### src/rtl/vault_pkg.sv
package vault_pkg;

    localparam int NUM_SLOTS = 5;

    typedef enum logic {
        XF_IDLE,
        XF_HOLD
    } xfer_state_e;

    typedef enum logic {
        RD_IDLE,
        RD_ACTIVE
    } rd_state_e;

    typedef struct packed {
        logic       hit;
        logic [2:0] slot;
    } slot_map_t;

    // Slot index equals read position: 11,12,13,14 then 5.
    function automatic slot_map_t map_word(input logic [3:0] word);
        slot_map_t m;
        m.hit  = 1'b1;
        m.slot = 3'd0;
        unique case (word)
            4'd11:   m.slot = 3'd0;
            4'd12:   m.slot = 3'd1;
            4'd13:   m.slot = 3'd2;
            4'd14:   m.slot = 3'd3;
            4'd5:    m.slot = 3'd4;
            default: m.hit  = 1'b0;
        endcase
        return m;
    endfunction

endpackage

### src/rtl/wv_rx_bank.sv
module wv_rx_bank
    import vault_pkg::*;
#(
    parameter int BYTE_W = 8,
    parameter int NSLOT  = NUM_SLOTS
) (
    input  logic                         clk,
    input  logic                         rst_n,
    input  logic                         wr,
    input  logic [3:0]                   word,
    input  logic [BYTE_W-1:0]            data,
    output logic [NSLOT-1:0][BYTE_W-1:0] bank,
    output logic                         kept_wr
);
    slot_map_t m;

    always_comb begin
        m       = map_word(word);
        kept_wr = wr && m.hit;
    end

    for (genvar s = 0; s < NSLOT; s++) begin : g_slot
        always_ff @(posedge clk) begin
            if (!rst_n) begin
                bank[s] <= '0;
            end else if (kept_wr && (int'(m.slot) == s)) begin
                bank[s] <= data;
            end
        end
    end

endmodule

### src/rtl/wv_xfer_ctrl.sv
module wv_xfer_ctrl
    import vault_pkg::*;
(
    input  logic clk,
    input  logic rst_n,
    input  logic line_done,
    input  logic line_err,
    input  logic addressed,
    input  logic bus_start,
    input  logic bus_stop,
    input  logic kept_wr,
    input  logic read_done,
    output logic load,
    output logic new_flag
);
    xfer_state_e st_q, st_d;
    logic        good_line;
    logic        bus_evt;
    logic        flag_q;

    assign good_line = line_done && !line_err;
    assign bus_evt   = bus_start || bus_stop;

    always_ff @(posedge clk) begin
        if (!rst_n) st_q <= XF_IDLE;
        else        st_q <= st_d;
    end

    always_comb begin
        st_d = st_q;
        load = 1'b0;
        unique case (st_q)
            XF_IDLE: begin
                if (good_line) begin
                    if (addressed && !bus_evt) st_d = XF_HOLD;
                    else                       load = 1'b1;
                end
            end
            XF_HOLD: begin
                if (good_line) begin
                    if (addressed && !bus_evt) st_d = XF_HOLD;
                    else begin
                        load = 1'b1;
                        st_d = XF_IDLE;
                    end
                end else if (kept_wr) begin
                    st_d = XF_IDLE;
                end else if (bus_evt) begin
                    load = 1'b1;
                    st_d = XF_IDLE;
                end
            end
            default: st_d = XF_IDLE;
        endcase
    end

    always_ff @(posedge clk) begin
        if (!rst_n)         flag_q <= 1'b0;
        else if (load)      flag_q <= 1'b1;
        else if (read_done) flag_q <= 1'b0;
    end

    assign new_flag = flag_q;

    p_err_no_copy_r4: assert property (@(posedge clk) disable iff (!rst_n)
        (line_done && line_err && st_q == XF_IDLE && !flag_q) |=> !flag_q);

    p_hold_waits_r5: assert property (@(posedge clk) disable iff (!rst_n)
        (st_q == XF_HOLD && !bus_evt && !kept_wr && !line_done && !flag_q)
        |=> (!flag_q && st_q == XF_HOLD));

    p_read_clears_r9: assert property (@(posedge clk) disable iff (!rst_n)
        (read_done && !load) |=> !flag_q);

    p_copy_sets_r3: assert property (@(posedge clk) disable iff (!rst_n)
        (good_line && !addressed) |=> flag_q);

endmodule

### src/rtl/wv_reader.sv
module wv_reader
    import vault_pkg::*;
#(
    parameter int BYTE_W = 8,
    parameter int NSLOT  = NUM_SLOTS
) (
    input  logic                         clk,
    input  logic                         rst_n,
    input  logic                         byte_req,
    input  logic                         bus_start,
    input  logic                         bus_stop,
    input  logic                         new_flag,
    input  logic [NSLOT-1:0][BYTE_W-1:0] bank,
    output logic [BYTE_W-1:0]            tx_byte,
    output logic                         tx_vld,
    output logic                         read_done
);
    localparam int                PTR_W = $clog2(NSLOT);
    localparam logic [PTR_W-1:0]  LAST  = PTR_W'(NSLOT - 1);

    rd_state_e        st_q, st_d;
    logic [PTR_W-1:0] ptr_q, ptr_d;
    logic [BYTE_W-1:0] pick;

    always_ff @(posedge clk) begin
        if (!rst_n) begin
            st_q  <= RD_IDLE;
            ptr_q <= '0;
        end else begin
            st_q  <= st_d;
            ptr_q <= ptr_d;
        end
    end

    always_comb begin
        st_d      = st_q;
        ptr_d     = ptr_q;
        read_done = 1'b0;
        unique case (st_q)
            RD_IDLE: begin
                if (byte_req) begin
                    ptr_d = ptr_q + 1'b1;
                    st_d  = RD_ACTIVE;
                end
            end
            RD_ACTIVE: begin
                if (byte_req) begin
                    if (ptr_q == LAST) begin
                        read_done = 1'b1;
                        ptr_d     = '0;
                        st_d      = RD_IDLE;
                    end else begin
                        ptr_d = ptr_q + 1'b1;
                    end
                end else if (bus_stop) begin
                    read_done = 1'b1;
                    ptr_d     = '0;
                    st_d      = RD_IDLE;
                end else if (bus_start) begin
                    ptr_d = '0;
                    st_d  = RD_IDLE;
                end
            end
            default: begin
                st_d  = RD_IDLE;
                ptr_d = '0;
            end
        endcase
    end

    assign pick = new_flag ? bank[ptr_q] : {BYTE_W{1'b1}};

    always_ff @(posedge clk) begin
        if (!rst_n) begin
            tx_byte <= {BYTE_W{1'b1}};
            tx_vld  <= 1'b0;
        end else begin
            tx_vld <= byte_req;
            if (byte_req) tx_byte <= pick;
        end
    end

    p_blank_when_stale_r8: assert property (@(posedge clk) disable iff (!rst_n)
        (byte_req && !new_flag) |=> (tx_vld && tx_byte == {BYTE_W{1'b1}}));

    p_vld_follows_req_r7: assert property (@(posedge clk) disable iff (!rst_n)
        byte_req |=> tx_vld);

    p_ptr_bound_r7: assert property (@(posedge clk) disable iff (!rst_n)
        ptr_q <= LAST);

    p_restart_rewinds_r10: assert property (@(posedge clk) disable iff (!rst_n)
        (st_q == RD_ACTIVE && bus_start && !bus_stop && !byte_req)
        |=> (ptr_q == '0 && st_q == RD_IDLE));

endmodule

### src/rtl/line_word_vault.sv
module line_word_vault
    import vault_pkg::*;
#(
    parameter int BYTE_W = 8
) (
    input  logic              clk,
    input  logic              rst_n,
    input  logic              rx_wr,
    input  logic [3:0]        rx_word,
    input  logic [BYTE_W-1:0] rx_data,
    input  logic              line_done,
    input  logic              line_err,
    input  logic              bus_addressed,
    input  logic              bus_start,
    input  logic              bus_stop,
    input  logic              byte_req,
    output logic [BYTE_W-1:0] tx_byte,
    output logic              tx_vld,
    output logic              data_avail
);
    localparam int NSLOT = NUM_SLOTS;

    logic [NSLOT-1:0][BYTE_W-1:0] rx_bank;
    logic [NSLOT-1:0][BYTE_W-1:0] tx_bank;
    logic kept_wr, load, new_flag, read_done;

    wv_rx_bank #(.BYTE_W(BYTE_W), .NSLOT(NSLOT)) u_rx (
        .clk(clk), .rst_n(rst_n), .wr(rx_wr), .word(rx_word),
        .data(rx_data), .bank(rx_bank), .kept_wr(kept_wr)
    );

    for (genvar s = 0; s < NSLOT; s++) begin : g_tx
        always_ff @(posedge clk) begin
            if (!rst_n)    tx_bank[s] <= '0;
            else if (load) tx_bank[s] <= rx_bank[s];
        end
    end

    wv_xfer_ctrl u_ctrl (
        .clk(clk), .rst_n(rst_n), .line_done(line_done), .line_err(line_err),
        .addressed(bus_addressed), .bus_start(bus_start), .bus_stop(bus_stop),
        .kept_wr(kept_wr), .read_done(read_done), .load(load), .new_flag(new_flag)
    );

    wv_reader #(.BYTE_W(BYTE_W), .NSLOT(NSLOT)) u_rd (
        .clk(clk), .rst_n(rst_n), .byte_req(byte_req), .bus_start(bus_start),
        .bus_stop(bus_stop), .new_flag(new_flag), .bank(tx_bank),
        .tx_byte(tx_byte), .tx_vld(tx_vld), .read_done(read_done)
    );

    assign data_avail = new_flag;

    p_bank_frozen_r4: assert property (@(posedge clk) disable iff (!rst_n)
        !load |=> $stable(tx_bank));

    p_rise_needs_copy_r11: assert property (@(posedge clk) disable iff (!rst_n)
        $rose(data_avail) |-> $past(line_done || bus_start || bus_stop));

endmodule

### config.mk
export PLATFORM = sky130hd
export DESIGN_NAME = line_word_vault
export DESIGN_NICKNAME = d
export VERILOG_FILES = /design/src/rtl/vault_pkg.sv /design/src/rtl/wv_rx_bank.sv /design/src/rtl/wv_xfer_ctrl.sv /design/src/rtl/wv_reader.sv /design/src/rtl/line_word_vault.sv
export SDC_FILE = /design/constraint.sdc
export NUM_CORES = 1
export LEC_CHECK = 0
export BUFFER_PORTS_ARGS = -buffer_cell sky130_fd_sc_hd__clkbuf_2
export CAP_MARGIN = 20
export CORE_ASPECT_RATIO = 1.4
export CORE_MARGIN = 2
export CORE_UTILIZATION = 61
export DETAILED_ROUTE_END_ITERATION = 10
export GPL_ROUTABILITY_DRIVEN = 0
export GPL_TIMING_DRIVEN = 0
export PLACE_DENSITY = 0.81
export RECOVER_POWER = 50
export SYNTH_ARGS = -nofsm -noshare
export SYNTH_HDL_FRONTEND = slang
export SYNTH_SLANG_ARGS = --single-unit
### constraint.sdc
create_clock -name clk -period 2.4 [get_ports clk]
set_input_delay 0.12 -clock clk [delete_from_list [all_inputs] [get_ports clk]]
set_output_delay 0.12 -clock clk [all_outputs]
set_load 0.05 [all_outputs]
# After elaboration in Yosys (flattened, before gate mapping)
# Cells that the tools add are included.
[op_classes] addsub=1 n_lt_le_gt_ge=1 eq_ne=12 n_mux=35 n_bitwise=2 reduce_logical=15
[op_table] op="binary-select mux 8 bit (select 3 bit)" n=1
[op_table] op="2-to-1 mux 1 bit" n=22
[op_table] op="== test 4 bit, second input constant" n=4
[op_table] op="2-to-1 mux 8 bit" n=2
[op_table] op="2-to-1 mux 3 bit" n=5
[op_table] op="== test 3 bit, second input constant" n=4
[op_table] op="one-hot mux 3 bit (4 select lines)" n=1
[op_table] op="logical AND 1 bit" n=8
[op_table] op="one-hot mux 1 bit (2 select lines)" n=3
[op_table] op="one-hot mux 3 bit (2 select lines)" n=1
[op_table] op="OR reduction 5 bit" n=1
[op_table] op="== test 4 x 3 -> 1 bit, second input constant" n=1
[op_table] op="less-than comparator 3 x 4 -> 1 bit, second input constant" n=1
[op_table] op="inequality test 4 bit, second input constant" n=1
[op_table] op="adder 3 x 1 -> 3 bit, second input constant" n=1
[op_table] op="== test 3 x 2 -> 1 bit, second input constant" n=1
[op_table] op="logical NOT 3 bit" n=1
[op_table] op="logical NOT 1 bit" n=2
[op_table] op="inequality test 2 bit, second input constant" n=1
[op_table] op="inverter 1 bit" n=2
[op_table] op="AND reduction 2 bit" n=1
[op_table] op="nonzero test 2 bit" n=1
[op_table] op="logical OR 1 bit" n=1
[word_totals] regBits=95 inputBits=21 word_cells=82

# Longest topological paths before layout
# Gate-level depths: netlist of run 1.
[logic_depth] depth_word=8 ltp_mapped=8

# Modules after synthesis
# A second synthesis of run 1 with hierarchy kept.
[unflattened] cells_unflattened=402 hier_area_um2=4171.5
[modules_own_cells] module="line_word_vault" n_inst=1 cells_per_inst=129 area_each_um2=1557.7 seq_area_each_um2=800.8
[modules_own_cells] module="wv_rx_bank" n_inst=1 cells_per_inst=148 area_each_um2=1540.2 seq_area_each_um2=800.8
[modules_own_cells] module="wv_reader" n_inst=1 cells_per_inst=113 area_each_um2=943.4 seq_area_each_um2=260.2
[modules_own_cells] module="wv_xfer_ctrl" n_inst=1 cells_per_inst=12 area_each_um2=130.1 seq_area_each_um2=40.0

# Least setup slack after synthesis of run 1
# OpenSTA, ideal clock, no wires.
[synth_path] path_kind="register -> register" startpoint="reg u_rd.ptr_q[1]" endpoint="reg u_ctrl.flag_q, in the netlist u_ctrl.new_flag" arrival_ns=1.796 required_time_ns=2.330 slack_ns=0.534 stages_incl_launch_ff=9 n_path_buf=2 synth_period_minus_slack_ns=1.866 cell_sequence="dfxtp_1 buf_1 clkbuf_1 inv_1 ha_1 and3_1 o21ai_0 nand2_1 a21boi_1"
[synth_between] elab_chain_len=5
[synth_lines] element="start: declaration" line_no="wv_reader.sv:22" text="logic [PTR_W-1:0] ptr_q, ptr_d;"
[synth_lines] element="start signal: assignment" line_no="wv_reader.sv:31" text="ptr_q <= ptr_d;"
[synth_lines] element="== test 3 bit" line_no="wv_reader.sv:48" text="if (ptr_q == LAST) begin"
[synth_lines] element="2-to-1 mux 1 bit" line_no="wv_reader.sv:48"
[synth_lines] element="2-to-1 mux 1 bit" line_no="wv_reader.sv:47" text="if (byte_req) begin"
[synth_lines] element="2-to-1 mux 1 bit" line_no="wv_reader.sv:39" text="unique case (st_q)"
[synth_lines] element="nonzero test 2 bit (no line)"
[synth_lines] element="end signal: assignment" line_no="wv_xfer_ctrl.sv:58" text="if (!rst_n) flag_q <= 1'b0;"
[synth_lines] element="end signal: assignment" line_no="wv_xfer_ctrl.sv:59" text="else if (load) flag_q <= 1'b1;"
[synth_lines] element="end signal: assignment" line_no="wv_xfer_ctrl.sv:60" text="else if (read_done) flag_q <= 1'b0;"
[synth_lines] element="end: declaration" line_no="wv_xfer_ctrl.sv:19" text="logic flag_q;"
# Every way passes these cells.
# A chain may end at the register's enable or synchronous reset.

# Worst setup path in the final report of run 1
# Ends and elaborated chain as after synthesis.

==> results.md, run 1 <==
- Pins Over Slew Limit: 0
- I/O pins: 31
- Drt pass-1 iters: 6
- Synth Net Count: 684
- Post-synthesis register bit count: 95
- CTS Hold Buffers Added: 0
- Cell Count Post-Placement: 796
- Area leader, netlist: dfxtp_1
- Area contributors post-synth: dfxtp_1 35%, mux2i_1 9.1%, nand3_1 7.6%, a211o_1 6.5%, a211oi_1 5.6%
- CP endpoint kind: flop
- Non-filler instance count after layout: 812
- DRC errors left: 0
- Post-synth top area share: 35.2%
- Remaining antenna violation count: 0
- Die X: 83.5 um
- Final cell utilization of the core: 69.3%
- Maximum VDD drop: 0.000472 V
- Fin nets: 725
- Starting Density: 62.8%
- Vias in the first global route: 5131
- Nature of the critical path startpoint: flop
- Hold WC Path Type: in2reg
- # Post-CTS Setup Buffers: 0
- Reg clk slew, reported paths: 70 ps
- Initial antenna violation count: 0
- Total clock buffers created by CTS: 9
- Clk root buf: clkbuf_16
- RSZ-0062 raised after global routing: no
- CP Class: reg2reg
- Slew @ Worst Pin: 674 ps
- Post_cts resized: 0
- Area growth syn-to-layout: 10.4%
- Row count: 40
- Sequential power share: 46.2%
- Finished Cell Area: 5970 um2
- Sw Pwr: 0.944 mW
- Crit-path max FO: 10
- Tot Pwr: 3.50 mW
- Iteration-0 DRC Markers: 654
- Aggregate global routing overflow: 0
- Relative slew slack: 54.9%
- Antenna cells: 0
- Clock Latency Late Sink: 350 ps
- CP arrival: 2520 ps
- Die area: 9640 um2
- Mean Syn Cell Area: 8.18 um2
- PD cells: 586 nW/um2
- H-tree levels: 3
- Setup violations, final: 0
- Vias: 5436
- Yosys cell types: 36
- Core area: 8610 um2
- Final period util: 93.1%
- Final Skew: 7.57 ps
- Clock buffer depth: 2
- Clock Sinks: 95
- Outcome: completed
- Share of layout cells above drive strength 1: 7.36%
- Power share of the clock group: 42.1%
- CTS tree: done
- Pleak: 2.16 nW
- Final Critical Period: 2230 ps
- Internal Power: 2.55 mW
- Post-DP Area: 5690 um2
- Post-DP HPWL: 11600 um
- Die height: 115 um
- All-layer global routing usage: 34.2%
- Final hold violations: 0
- FMAX: 448 MHz
- Maxcap violations: 0
- Combinational share of power: 11.7%
- Port-buffer cells: 30
- Setup TNS: 0 ps
- Drt via density: 6.69
- First-pass GRT wire length: 26200 um
- CP required: 2680 ps
- Yosys warns: 0
- Syn Inst Count: 661
- Drt total wl: 16300 um
- DR WL/cell: 20.0 um
- Post-synthesis sequential area ratio: 35.2%
- Largest net degree at the start of global routing: 16
- Post-synth design cell area: 5400 um2
- Net Sw Frac: 27.0%
## layout make-up
type                            instances  area (um2)
Multi-Input combinational cell        476        3080
Fill cell                             741        2640
Sequential cell                        95        1900
Buffer                                 78         369
Clock buffer                           11         243
Timing Repair Buffer                   30         134
Tap cell                              105         131
Clock inverter                          5        57.6
Inverter                               12        45.0
## stage by stage
step	hold WS (ps)	worst slack, ps
4_1_cts	3.31	184
6_report	2.41	166
5_1_grt	18.8	27.5
3_3_place_gp	360	253
2_1_floorplan	252	534
3_5_place_dp	367	206
## Yosys cell counts (all sizes together)
cell type,number
dfxtp,95
nand3,82
clkbuf,53
mux2i,49
nand2,47
nor2b,46
and3,42
a31oi,41
a211o,40
a211oi,40
buf,25
a21oi,18
nor2,18
inv,12
a22oi,9
nor3,9
nand2b,8
o22ai,8
and2,3
a21boi,2
ha,2
nand3b,2
nor3b,2
a21o,1
and3b,1
o21ai,1
o311a,1
o311ai,1
or2,1
or3,1
or3b,1
## critical path, stage by stage (launching register included)
cell and delay, ps:
dfxtp_1 440, buf_1 450, clkbuf_1 400, inv_1 90
ha_1 200, and3_1 200, o21ai_0 180, nand2_1 70
a21boi_1 130
## flip-flops by register name (all words and copies together), names as in the netlist
name,count
u_rx.bank,40
u_rd.tx_vld,1
u_rd.st_q,1
u_rd.ptr_q,3
u_ctrl.st_q,1
tx_bank,40
u_ctrl.new_flag,1
u_rd.tx_byte,8
## power groups by stage
stage	clock network (mW)	logic (mW)	registers (mW)
global placement	0	0.390	1.65
global route	1.52	0.433	1.62
finish	1.47	0.408	1.62
detailed placement	0	0.397	1.65
floorplan	0	0.244	1.67
CTS	1.47	0.399	1.62
## path summary, 6_finish.rpt
check	startpoint	end	slack [ps]	cells after the start
worst max-delay path	u_rd.ptr_q[1]	u_ctrl.new_flag	170	8
worst min-delay path	bus_addressed	u_ctrl.st_q	2	3
worst max register to register	u_rd.ptr_q[1]	u_ctrl.new_flag	170	8
worst min register to register	u_ctrl.new_flag	u_ctrl.new_flag	490	2
## layer usage
metal  part of all wire (%)  vias up  global-route usage, %
met5                      0        -                      0
met4                    5.7        0                   21.4
met3                    7.3       68                   4.38
met2                     47      321                   56.0
met1                     40     2542                   43.1
li1                       -     2505                      -
## cell families after synthesis
logic type,synth area share (%)
buffers and inverters,7.73
flip-flops,35.2
AND/OR/NAND/NOR,25.7
multiplexers,9.08
AO/OA/AOI/OAI,21.8
adder cells (fa/ha/maj),0.463
## cells in the final DEF, fill, tap and decap left out, types with 3 or more instances in the layout
cell type    n
a211o_1     40
a211oi_1    40
a21oi_1     18
a22oi_1      9
a31oi_1     41
and2_1       3
and3_1      42
buf_1        6
buf_2        7
buf_6        9
clkbuf_1    70
clkbuf_16    9
clkbuf_2    17
clkinvlp_4   3
dfxtp_1     95
inv_1       11
mux2i_1     49
nand2_1     47
nand2b_1     8
nand3_1     82
nor2_1      18
nor2b_1     46
nor3_1       8
o22ai_1      8
No activity file was read; power rests on OpenSTA's default activity.
==> run 2, diff against run 1 <==
- CTS_BUF_LIST: unset -> sky130_fd_sc_hd__clkbuf_8
- HOLD_SLACK_MARGIN: unset -> 0.15
==> run 2 against run 1 <==
Combinational power rose by 3%. Die area did not move. Total power fell by 10%. Critical path type unchanged. Clock-buffer cell count fell by 1. Hold slack improved by 160 ps. Sequential power barely moved. Global-route usage rose by 0.24 points. Clock power fell by 25%. Maximum frequency rose by 7.6%. Final area rose by 0.17%. Largest power group unchanged. Critical path depth did not move. Highest routed layer unchanged.
==> results.md, run 2 (synthesized netlist as in run 1, its figures left out) <==
- Regs by FF count: tx_bank: 40 flops, u_rx.bank: 40 flops, u_rd.tx_byte: 8 flops (unchanged)
- Fin nets: 736 (was 725)
- Pleak: 2.17 nW (was 2.16 nW)
- Clock Latency Late Sink: 390 ps (was 350 ps)
- Sequential power share: 51.5% (was 46.2%)
- Net Sw Frac: 28.9% (was 27.0%)
- Power share of the clock group: 35.2% (was 42.1%)
- First-pass GRT wire length: 26400 um (was 26200 um)
- Slew @ Worst Pin: 651 ps (was 674 ps)
- Vias in the first global route: 5190 (was 5131)
- Largest net degree at the start of global routing: 16 (unchanged)
- Final cell utilization of the core: 69.4% (was 69.3%)
- Final Critical Period: 2080 ps (was 2230 ps)
- Pre-CTS setup slack: 206 ps (unchanged)
- Min Hold Slack: 160 ps (was 2.41 ps)
- Final WS setup: 323 ps (was 166 ps)
- Post-DP HPWL: 11600 um (unchanged)
- CTS tree: done (unchanged)
- CP endpoint kind: flop (unchanged)
- Maximum VDD drop: 0.000487 V (was 0.000472 V)
- H-tree levels: 3 (unchanged)
- Multi-input gate area: 3080 um2 (unchanged)
- Drt via density: 6.59 (was 6.69)
- Vias: 5427 (was 5436)
- Reg clk slew, reported paths: 100 ps (was 70 ps)
- Antenna cells: 0 (unchanged)
- Nature of the critical path startpoint: flop (unchanged)
- Hold WC Path Type: in2reg (unchanged)
- Area growth syn-to-layout: 10.6% (was 10.4%)
- Row count: 40 (unchanged)
- Hold depth: 3 (unchanged)
- CP required: 2720 ps (was 2680 ps)
- Setup violations, final: 0 (unchanged)
- Clock Sinks: 95 (unchanged)
- Remaining antenna violation count: 0 (unchanged)
- Relative slew slack: 56.5% (was 54.9%)
- Core area: 8610 um2 (unchanged)
- Total clock buffers created by CTS: 9 (unchanged)
- Final Skew: 9.49 ps (was 7.57 ps)
- Maxcap violations: 0 (unchanged)
- FF-to-FF path depth: 8 (unchanged)
- Leading cell types in the layout, fill and taps excluded: 95 x dfxtp_1, 82 x nand3_1, 69 x clkbuf_1 (was 95 x dfxtp_1, 82 x nand3_1, 70 x clkbuf_1)
- Outcome: completed (unchanged)
- DR WL/cell: 19.9 um (was 20.0 um)
- Initial antenna violation count: 0 (unchanged)
- Commonest non-fill, non-tap cell in the layout: dfxtp_1 (unchanged)
- Die area: 9640 um2 (unchanged)
- Min-delay src: rx_data[4] (was bus_addressed)
- Port-buffer cells: 30 (unchanged)
- RSZ-0062 raised after global routing: no (unchanged)
- Worst R2R Start: u_rd.ptr_q[1] (unchanged)
- Pins Over Slew Limit: 0 (unchanged)
- RR Endpoint: u_ctrl.new_flag (unchanged)
- Iteration-0 DRC Markers: 612 (was 654)
- WHS Endpoint: u_rx.bank[20] (was u_ctrl.st_q)
- Combinational share of power: 13.4% (was 11.7%)
- Die X: 83.5 um (unchanged)
- Register area: 1900 um2 (unchanged)
- Clk root buf: clkbuf_8 (was clkbuf_16)
- Share of layout cells above drive strength 1: 7.38% (was 7.36%)
- Non-filler instance count after layout: 823 (was 812)
- Clock buffer depth: 2 (unchanged)
- Filler instances: 763 (was 741)
- Crit-path max FO: 10 (unchanged)
- Setup slack, reg-to-reg: 320 ps (was 170 ps)
- Sw Pwr: 0.908 mW (was 0.944 mW)
- Cell Count Post-Placement: 796 (unchanged)
- Aggregate global routing overflow: 0 (unchanged)
- Drt pass-1 iters: 8 (was 6)
- Drt total wl: 16300 um (about the same)
- Setup TNS: 0 ps (unchanged)
- CP arrival: 2400 ps (was 2520 ps)
- Final hold violations: 0 (unchanged)
- CP Class: reg2reg (unchanged)
- Starting Density: 62.8% (unchanged)
- Internal Power: 2.23 mW (was 2.55 mW)
- Die height: 115 um (unchanged)
- DRC errors left: 0 (unchanged)
- Final period util: 86.5% (was 93.1%)
- All-layer global routing usage: 34.5% (was 34.2%)
- PD cells: 525 nW/um2 (was 586 nW/um2)
- FMAX: 481 MHz (was 448 MHz)
- I/O pins: 31 (unchanged)
-- run 2: cell count changes in the layout (fill, tap and decap cells not counted) --
cell           before  now
clkbuf_8            1   10
clkbuf_2           17   18
clkbuf_1           70   69
clkbuf_16           9    0
buf_1               6    5
dlygate4sd3_1       0   11
inv_1              11   12
-- run 2: through the flow --
| stage | cell area [um2] | total power [mW] |
|---|---|---|
| 2_1_floorplan | 5400 | 1.91 |
| 3_3_place_gp | 5690 | 2.04 |
| 3_5_place_dp | 5690 | 2.05 |
| 4_1_cts | 5990 | 3.12 |
| 5_1_grt | 5980 | 3.21 |
| 6_report | 5980 | 3.14 |
-- run 2: final cells by class --
class,count,share of cell area [%]
inverter,12,0.754
sequential,95,31.8
multi-input combinational,476,51.6
buffer,78,6.20
timing repair buffer,41,4.08
tap,105,2.20
clock inverter,6,1.03
clock buffer,10,2.30
-- run 2: worst max-delay path, cell delays in order, from the launching register on --
cell and delay [ps]:
dfxtp_1 450, clkbuf_2 300, clkbuf_1 370, inv_1 90, ha_1 200, and3_1 200, o21ai_0 180, nand2_1 70
a21boi_1 130
-- run 2: worst max path at each step --
stage	from	to	cells after the start
2_1_floorplan	u_rd.ptr_q[1]	u_ctrl.new_flag	8
3_3_place_gp	u_rd.ptr_q[1]	u_ctrl.new_flag	8
3_5_place_dp	u_rd.ptr_q[1]	u_ctrl.new_flag	8
4_1_cts	u_rd.ptr_q[1]	u_ctrl.new_flag	8
5_1_grt	u_rd.ptr_q[1]	u_ctrl.new_flag	8
6_report	u_rd.ptr_q[1]	u_ctrl.new_flag	8
-- run 2: routing by layer --
metal	GRT usage, %	wire (um)	vias to the layer above
li1	-	-	2520
met1	43.4	6560	2526
met4	21.0	899	0
met3	4.88	1270	59
met2	56.3	7610	322
met5	0	0	-
-- run 2: timing repair --
action / CTS / global route
hold buffers: 11 / 0
gates resized for setup: 0 / 1
buffers inserted: 0 / 0
setup endpoints to repair: 0 / 1
hold endpoints to repair: 23 / 0
-- run 2: power by group through the flow --
| stage | combinational [mW] | clock, mW | sequential (mW) |
|---|---|---|---|
| CTS | 0.411 | 1.10 | 1.62 |
| detailed placement | 0.397 | 0 | 1.65 |
| global placement | 0.390 | 0 | 1.65 |
| global route | 0.446 | 1.15 | 1.62 |
| finish | 0.420 | 1.10 | 1.62 |
| floorplan | 0.244 | 0 | 1.67 |
